### src/rtl/hdlc_rx_fifo.sv
module hdlc_rx_fifo #(
  parameter int ADDR_W = 8,
  parameter int LVL_W  = 5,
  parameter int GRP_LOG2 = 3,
  parameter int BYTE_W = 8
) (
  input  logic              clk,
  input  logic              rst_n,
  input  logic              ctl_flush,
  input  logic              ctl_msb_first,
  input  logic              ctl_invert,
  input  logic              ctl_no_fcs,
  input  logic [LVL_W-1:0]  ctl_level,
  input  logic              in_valid,
  input  logic              in_bit,
  input  logic              in_sop,
  output logic              rd_valid,
  input  logic              rd_ready,
  output logic [BYTE_W-1:0] rd_data,
  output logic              rd_fcs,
  output logic              st_empty,
  output logic              st_full,
  output logic              st_avail,
  output logic              st_overflow
);
  localparam int DEPTH = 1 << ADDR_W;
  localparam int CNT_W = ADDR_W + 1;
  localparam int BC_W  = $clog2(BYTE_W);
  localparam int THR_W = LVL_W + GRP_LOG2;

  logic [BYTE_W:0]    mem [DEPTH];
  logic [ADDR_W-1:0]  wp, rp;
  logic [CNT_W-1:0]   cnt;
  logic [BYTE_W-1:0]  sh;
  logic [BC_W-1:0]    bc;
  logic               armed, pkt_fcs, ovf;

  wire b    = in_bit ^ ctl_invert;
  wire take = in_valid && !ctl_flush && (armed || in_sop);
  wire [BYTE_W-1:0] base = in_sop ? '0 : sh;
  wire [BYTE_W-1:0] sh_nx = ctl_msb_first ? {base[BYTE_W-2:0], b} : {b, base[BYTE_W-1:1]};
  wire [BC_W-1:0] bc_cur = in_sop ? '0 : bc;
  wire done    = take && (bc_cur == BC_W'(BYTE_W-1));
  wire fcs_cur = in_sop ? !ctl_no_fcs : pkt_fcs;
  wire full    = (cnt == CNT_W'(DEPTH));
  wire wr      = done && !full;
  wire rd      = rd_valid && rd_ready && !ctl_flush;
  wire [THR_W-1:0] thr = {ctl_level, {GRP_LOG2{1'b0}}};

  assign rd_valid    = (cnt != '0);
  assign rd_data     = mem[rp][BYTE_W-1:0];
  assign rd_fcs      = mem[rp][BYTE_W];
  assign st_empty    = (cnt == '0);
  assign st_full     = full;
  assign st_avail    = !ctl_flush && ({{(CNT_W > THR_W ? CNT_W : THR_W){1'b0}}, cnt} >= {{(CNT_W > THR_W ? CNT_W : THR_W){1'b0}}, thr});
  assign st_overflow = ovf;

  always_ff @(posedge clk or negedge rst_n) begin
    if (!rst_n) begin
      wp <= '0; rp <= '0; cnt <= '0; sh <= '0; bc <= '0;
      armed <= 1'b0; pkt_fcs <= 1'b0; ovf <= 1'b0;
    end else if (ctl_flush) begin
      wp <= '0; rp <= '0; cnt <= '0; bc <= '0;
      armed <= 1'b0; ovf <= 1'b0;
    end else begin
      if (take) begin
        armed   <= 1'b1;
        sh      <= sh_nx;
        bc      <= done ? '0 : bc_cur + 1'b1;
        pkt_fcs <= fcs_cur;
      end
      if (wr) wp <= wp + 1'b1;
      if (rd) rp <= rp + 1'b1;
      if (done && full) ovf <= 1'b1;
      case ({wr, rd})
        2'b10:   cnt <= cnt + 1'b1;
        2'b01:   cnt <= cnt - 1'b1;
        default: cnt <= cnt;
      endcase
    end
  end

  always_ff @(posedge clk) begin
    if (wr) mem[wp] <= {fcs_cur, sh_nx};
  end

  p_cap_r1: assert property (@(posedge clk) disable iff (!rst_n)
    cnt <= CNT_W'(DEPTH));
  p_flush_r6: assert property (@(posedge clk) disable iff (!rst_n)
    ctl_flush |=> (cnt == '0) && !st_overflow && !rd_valid);
  p_hunt_r7: assert property (@(posedge clk) disable iff (!rst_n)
    (!armed && !(in_valid && in_sop)) |=> cnt <= $past(cnt));
  p_ovf_sticky_r8: assert property (@(posedge clk) disable iff (!rst_n)
    (st_overflow && !ctl_flush) |=> st_overflow);
  p_rw_same_r9: assert property (@(posedge clk) disable iff (!rst_n)
    (wr && rd) |=> cnt == $past(cnt));
  p_step_r9: assert property (@(posedge clk) disable iff (!rst_n)
    !$past(ctl_flush) |-> (cnt == $past(cnt) || cnt == $past(cnt) + 1'b1 || cnt + 1'b1 == $past(cnt)));
endmodule

### config.mk
export PLATFORM = sky130hd
export DESIGN_NAME = hdlc_rx_fifo
export DESIGN_NICKNAME = d
export VERILOG_FILES = /design/src/rtl/hdlc_rx_fifo.sv
export SDC_FILE = /design/constraint.sdc
export NUM_CORES = 2
export LEC_CHECK = 0
export BUFFER_PORTS_ARGS = -buffer_cell sky130_fd_sc_hd__buf_2
export CORE_ASPECT_RATIO = 0.5
export CORE_MARGIN = 1.5
export CORE_UTILIZATION = 55
export DETAILED_ROUTE_END_ITERATION = 8
export PLACE_DENSITY = 0.7
export RECOVER_POWER = 100
export SLEW_MARGIN = 20
export SYNTH_ARGS = -nofsm -noshare
export SYNTH_HDL_FRONTEND = slang
export SYNTH_SLANG_ARGS = --single-unit
### constraint.sdc
create_clock -name clk -period 17.05 [get_ports clk]
set_input_delay 2.5575 -clock clk [delete_from_list [all_inputs] [get_ports clk]]
set_output_delay 2.5575 -clock clk [all_outputs]
set_load 0.01 [all_outputs]
==> results.yml <==
outcome:
  outcome: "complete, but fails checks"
  violations: "max-capacitance violations, max-slew violations"
routing:
  wl_per_cell_um: 31.34
  vias_per_cell: 6.588
  drtIter0Drc: 6058
  wl_um: 211900
  first_pass_iters: 5
  drc: 0
  ant_nets: 0
  num_vias: 44535
hold_path:
  hold_end: "bc[0]"
  hold_depth: 2
  holdCritStartpoint: "bc[0]"
  hold_path_class: "flip-flop to flip-flop"
cts:
  ctsHtreeMaxLevel: 4
  cts.clk_slew.worst_paths_ns: 0.07
  cts.sinks: 2343
  insertion_delay_ns: 0.84
  ctsHoldBuffers: 0
  cts_tree: "yes"
  root_buffer: "clkbuf_16"
  clk_path_buf_depth: 3
  postCtsSetupRepairBufs: 0
  post_cts_resized: 0
  cts_buffers: 196
placement:
  hpwl_um: 123500
  port_buffers: 28
  dp_cells: 6390
  routabilityCongestion: 0.8514
timing:
  rsz0062_at_grt: "false"
  period_needed_ns: 12.82
  fin_tns_setup_ns: 0
  hold_viol_final: 0
  setup_viol: 0
  worst_pin_slew_ns: 8.240
  max_freq_mhz: 78.00
  min_period_over_period_pct: 75.20
  skew_ns: 0.02916
  timing.slew.headroom_pct: -449.4
  slew_violations: 2584
critical_path:
  rrSetupSlack_ns: 6.79
  end_kind: "output port"
  timing.rr.end: "mem[219][6]"
  critPathKind: "flip-flop to output port"
  required_ns: 14.49
  reg2reg_depth: 4
  path_cells: "buf_12 > clkbuf_1 > mux4_2 > nor3_1 > or4_1 > nor4_1 > nand4_1 > a211oi_2 > buf_2"
  cpPeakStageDelay_ns: 2.60
  cp_slowest_cell: "clkbuf_1"
  arrival_ns: 10.26
  worstSetupStartpointType: "flip-flop"
  r2r_start: "sh[5]"
  cp_max_fo: 120
synth:
  ys_seq_area_share_pct: 76.70
  synth_compound_area_share_pct: 2.659
  synth-main-ff-cell: "edfxtp_1"
  synth_largest_area_cell: "edfxtp_1"
  yosys.cell_count.top_type: "edfxtp_1"
  synth.cell_area_mm2: 0.09148
  synthTopCellsByArea: "edfxtp_1 (76%), mux4_2 (13%), mux2i_1 (1.9%)"
  synth_cell_types: 60
  syn_inst: 4360
  synthArstFlopShare_pct: 1.665
  syn_area_per_cell_um2: 20.98
  synth_mux_area_share_pct: 15.15
  synth_top_family_by_area: "multiplexers"
  syn_nets: 4395
  synth_commonest_cells: "edfxtp_1 (2304), mux4_2 (531), nor2_1 (296), mux2i_1 (170), nor3_1 (139)"
  ys_warn_count: 0
  synth-xor-area-share_pct: 0.2106
  synth_seq_cells: 2343
  synth_adder_area_share_pct: 0.2818
  synth_edf_count: 2304
  netlist.area_leader.share_pct: 75.63
  synth-simple-area-share_pct: 3.276
pwr:
  power_density_mw_per_mm2: 117.6
  p_leak_nw: 31.53
  ir_drop_mv: 0.09146
floorplan:
  io_pins: 29
  core_area_mm2: 0.1646
  die_height_um: 291.4
  die_w_um: 579.8
  row_count: 105
  die-area_mm2: 0.1689
  initial_core_util_pct: 55.57
job:
  cap_violations: 40
layout:
  areaGrowthSynthToFinish_pct: 8.976
  nets: 4434
  drive_gt1_share_pct: 20.27
  finalNonFillerCells: 6760
global_routing:
  grt_pass1_wl_um: 309000
  grt_usage_pct: 25.24
  grt_max_degree: 257
  gr-total-overflow: 0
  grt_pass1_vias: 44201
  antenna_found_initial: 13
[metal layers]
| metal | routed length (µm) | up-vias | GRT usage, % |
|---|---|---|---|
| met5 | 44 | - | 0 |
| met4 | 4732 | 6 | 6.256 |
| met3 | 23230 | 323 | 6.115 |
| met2 | 99560 | 2403 | 39.04 |
| met1 | 84300 | 23563 | 36.72 |
| li1 | - | 18240 | - |
[area by class of cell]
type                       instances  area (µm²)
timing repair buffer             111       670.6
sequential                      2343       70170
inverter                          13       48.80
clock inverter                   113       989.7
fill                           11195       64920
antenna                            4       10.01
multi-input combinational       1734       19840
tap                             2193        2744
clock buffer                     249        5210
[report_power, final]
part           switching [mW]  leakage (nW)  total, mW  internal (mW)
sequential             0.0307          23.1       6.42           6.39
clock                    2.02          3.00       4.41           2.39
combinational           0.498          5.40      0.894          0.395
total                    2.55          31.5       11.7           9.17
[how the worst max path moves through the flow]
stage	startpoint	to	slack, ns	depth (start not counted)
6_report	rp[1]	rd_data[3]	4.23	9
5_1_grt	rp[1]	rd_data[6]	3.69	9
4_1_cts	rp[1]	rd_data[0]	7.50	9
3_5_place_dp	rp[1]	rd_data[0]	8.39	9
3_3_place_gp	rp[1]	rd_data[0]	8.47	9
2_1_floorplan	in_sop	mem[0][8]	5.26	2
[metrics by stage]
step           area (µm²)  utilization [%]  power, mW  hold slack (ns)  setup slack (ns)
3_5_place_dp        93640            56.88      7.412           0.4628             8.388
4_1_cts             99840            60.65      11.74           0.4820             7.504
5_1_grt             99680            60.55      12.03           0.5296             3.686
6_report            99690            60.56      11.72           0.4831             4.229
2_1_floorplan       91480                -      7.239           0.4354             5.264
3_3_place_gp        93640            56.88      7.392           0.4501             8.471
[worst max-delay path: cells and delay by family, from the launching register on]
family | cells | cell delay (ns)
buffers and inverters | 3 | 3.39
multiplexers | 1 | 0.64
AO/OA/AOI/OAI | 1 | 0.65
AND/OR/NAND/NOR | 4 | 2.05
flip-flops | 1 | 2.50
[placed cells by master, fill, tap and decap left out, types with 7 or more instances in the layout]
master / n
clkinvlp_4: 10
nor3_1: 139
buf_2: 19
clkinv_1: 44
clkinv_2: 32
nor2_1: 292
xor2_1: 13
a22o_1: 20
a211oi_1: 20
nand4_1: 11
edfxtp_1: 2304
mux4_2: 531
a211oi_2: 15
buf_4: 38
ha_1: 19
inv_1: 13
o211ai_1: 18
nand3_1: 10
nor4_1: 22
mux2_2: 18
dfrtp_1: 35
bufinv_16: 15
and3_1: 8
o21ai_0: 7
xnor2_1: 9
nand2_1: 73
mux2i_1: 169
o22ai_1: 32
nor2b_1: 21
clkbuf_1: 97
clkbuf_16: 201
or4_1: 25
a21oi_1: 47
a22oi_1: 137
[cells by family after synthesis]
group,Yosys count
multiplexers,719
AND/OR/NAND/NOR,645
adder cells (fa/ha/maj),20
buffers and inverters,283
AO/OA/AOI/OAI,328
XOR/XNOR,22
flip-flops,2343
[sequential cells by signal, indices dropped and copies added, names as in the netlist]
signal / flops
wp: 8
sh: 8
armed: 1
pkt_fcs: 1
bc: 3
rp: 8
mem: 2304
st_overflow: 1
cnt: 9
No activity file was read; power rests on OpenSTA's default activity.
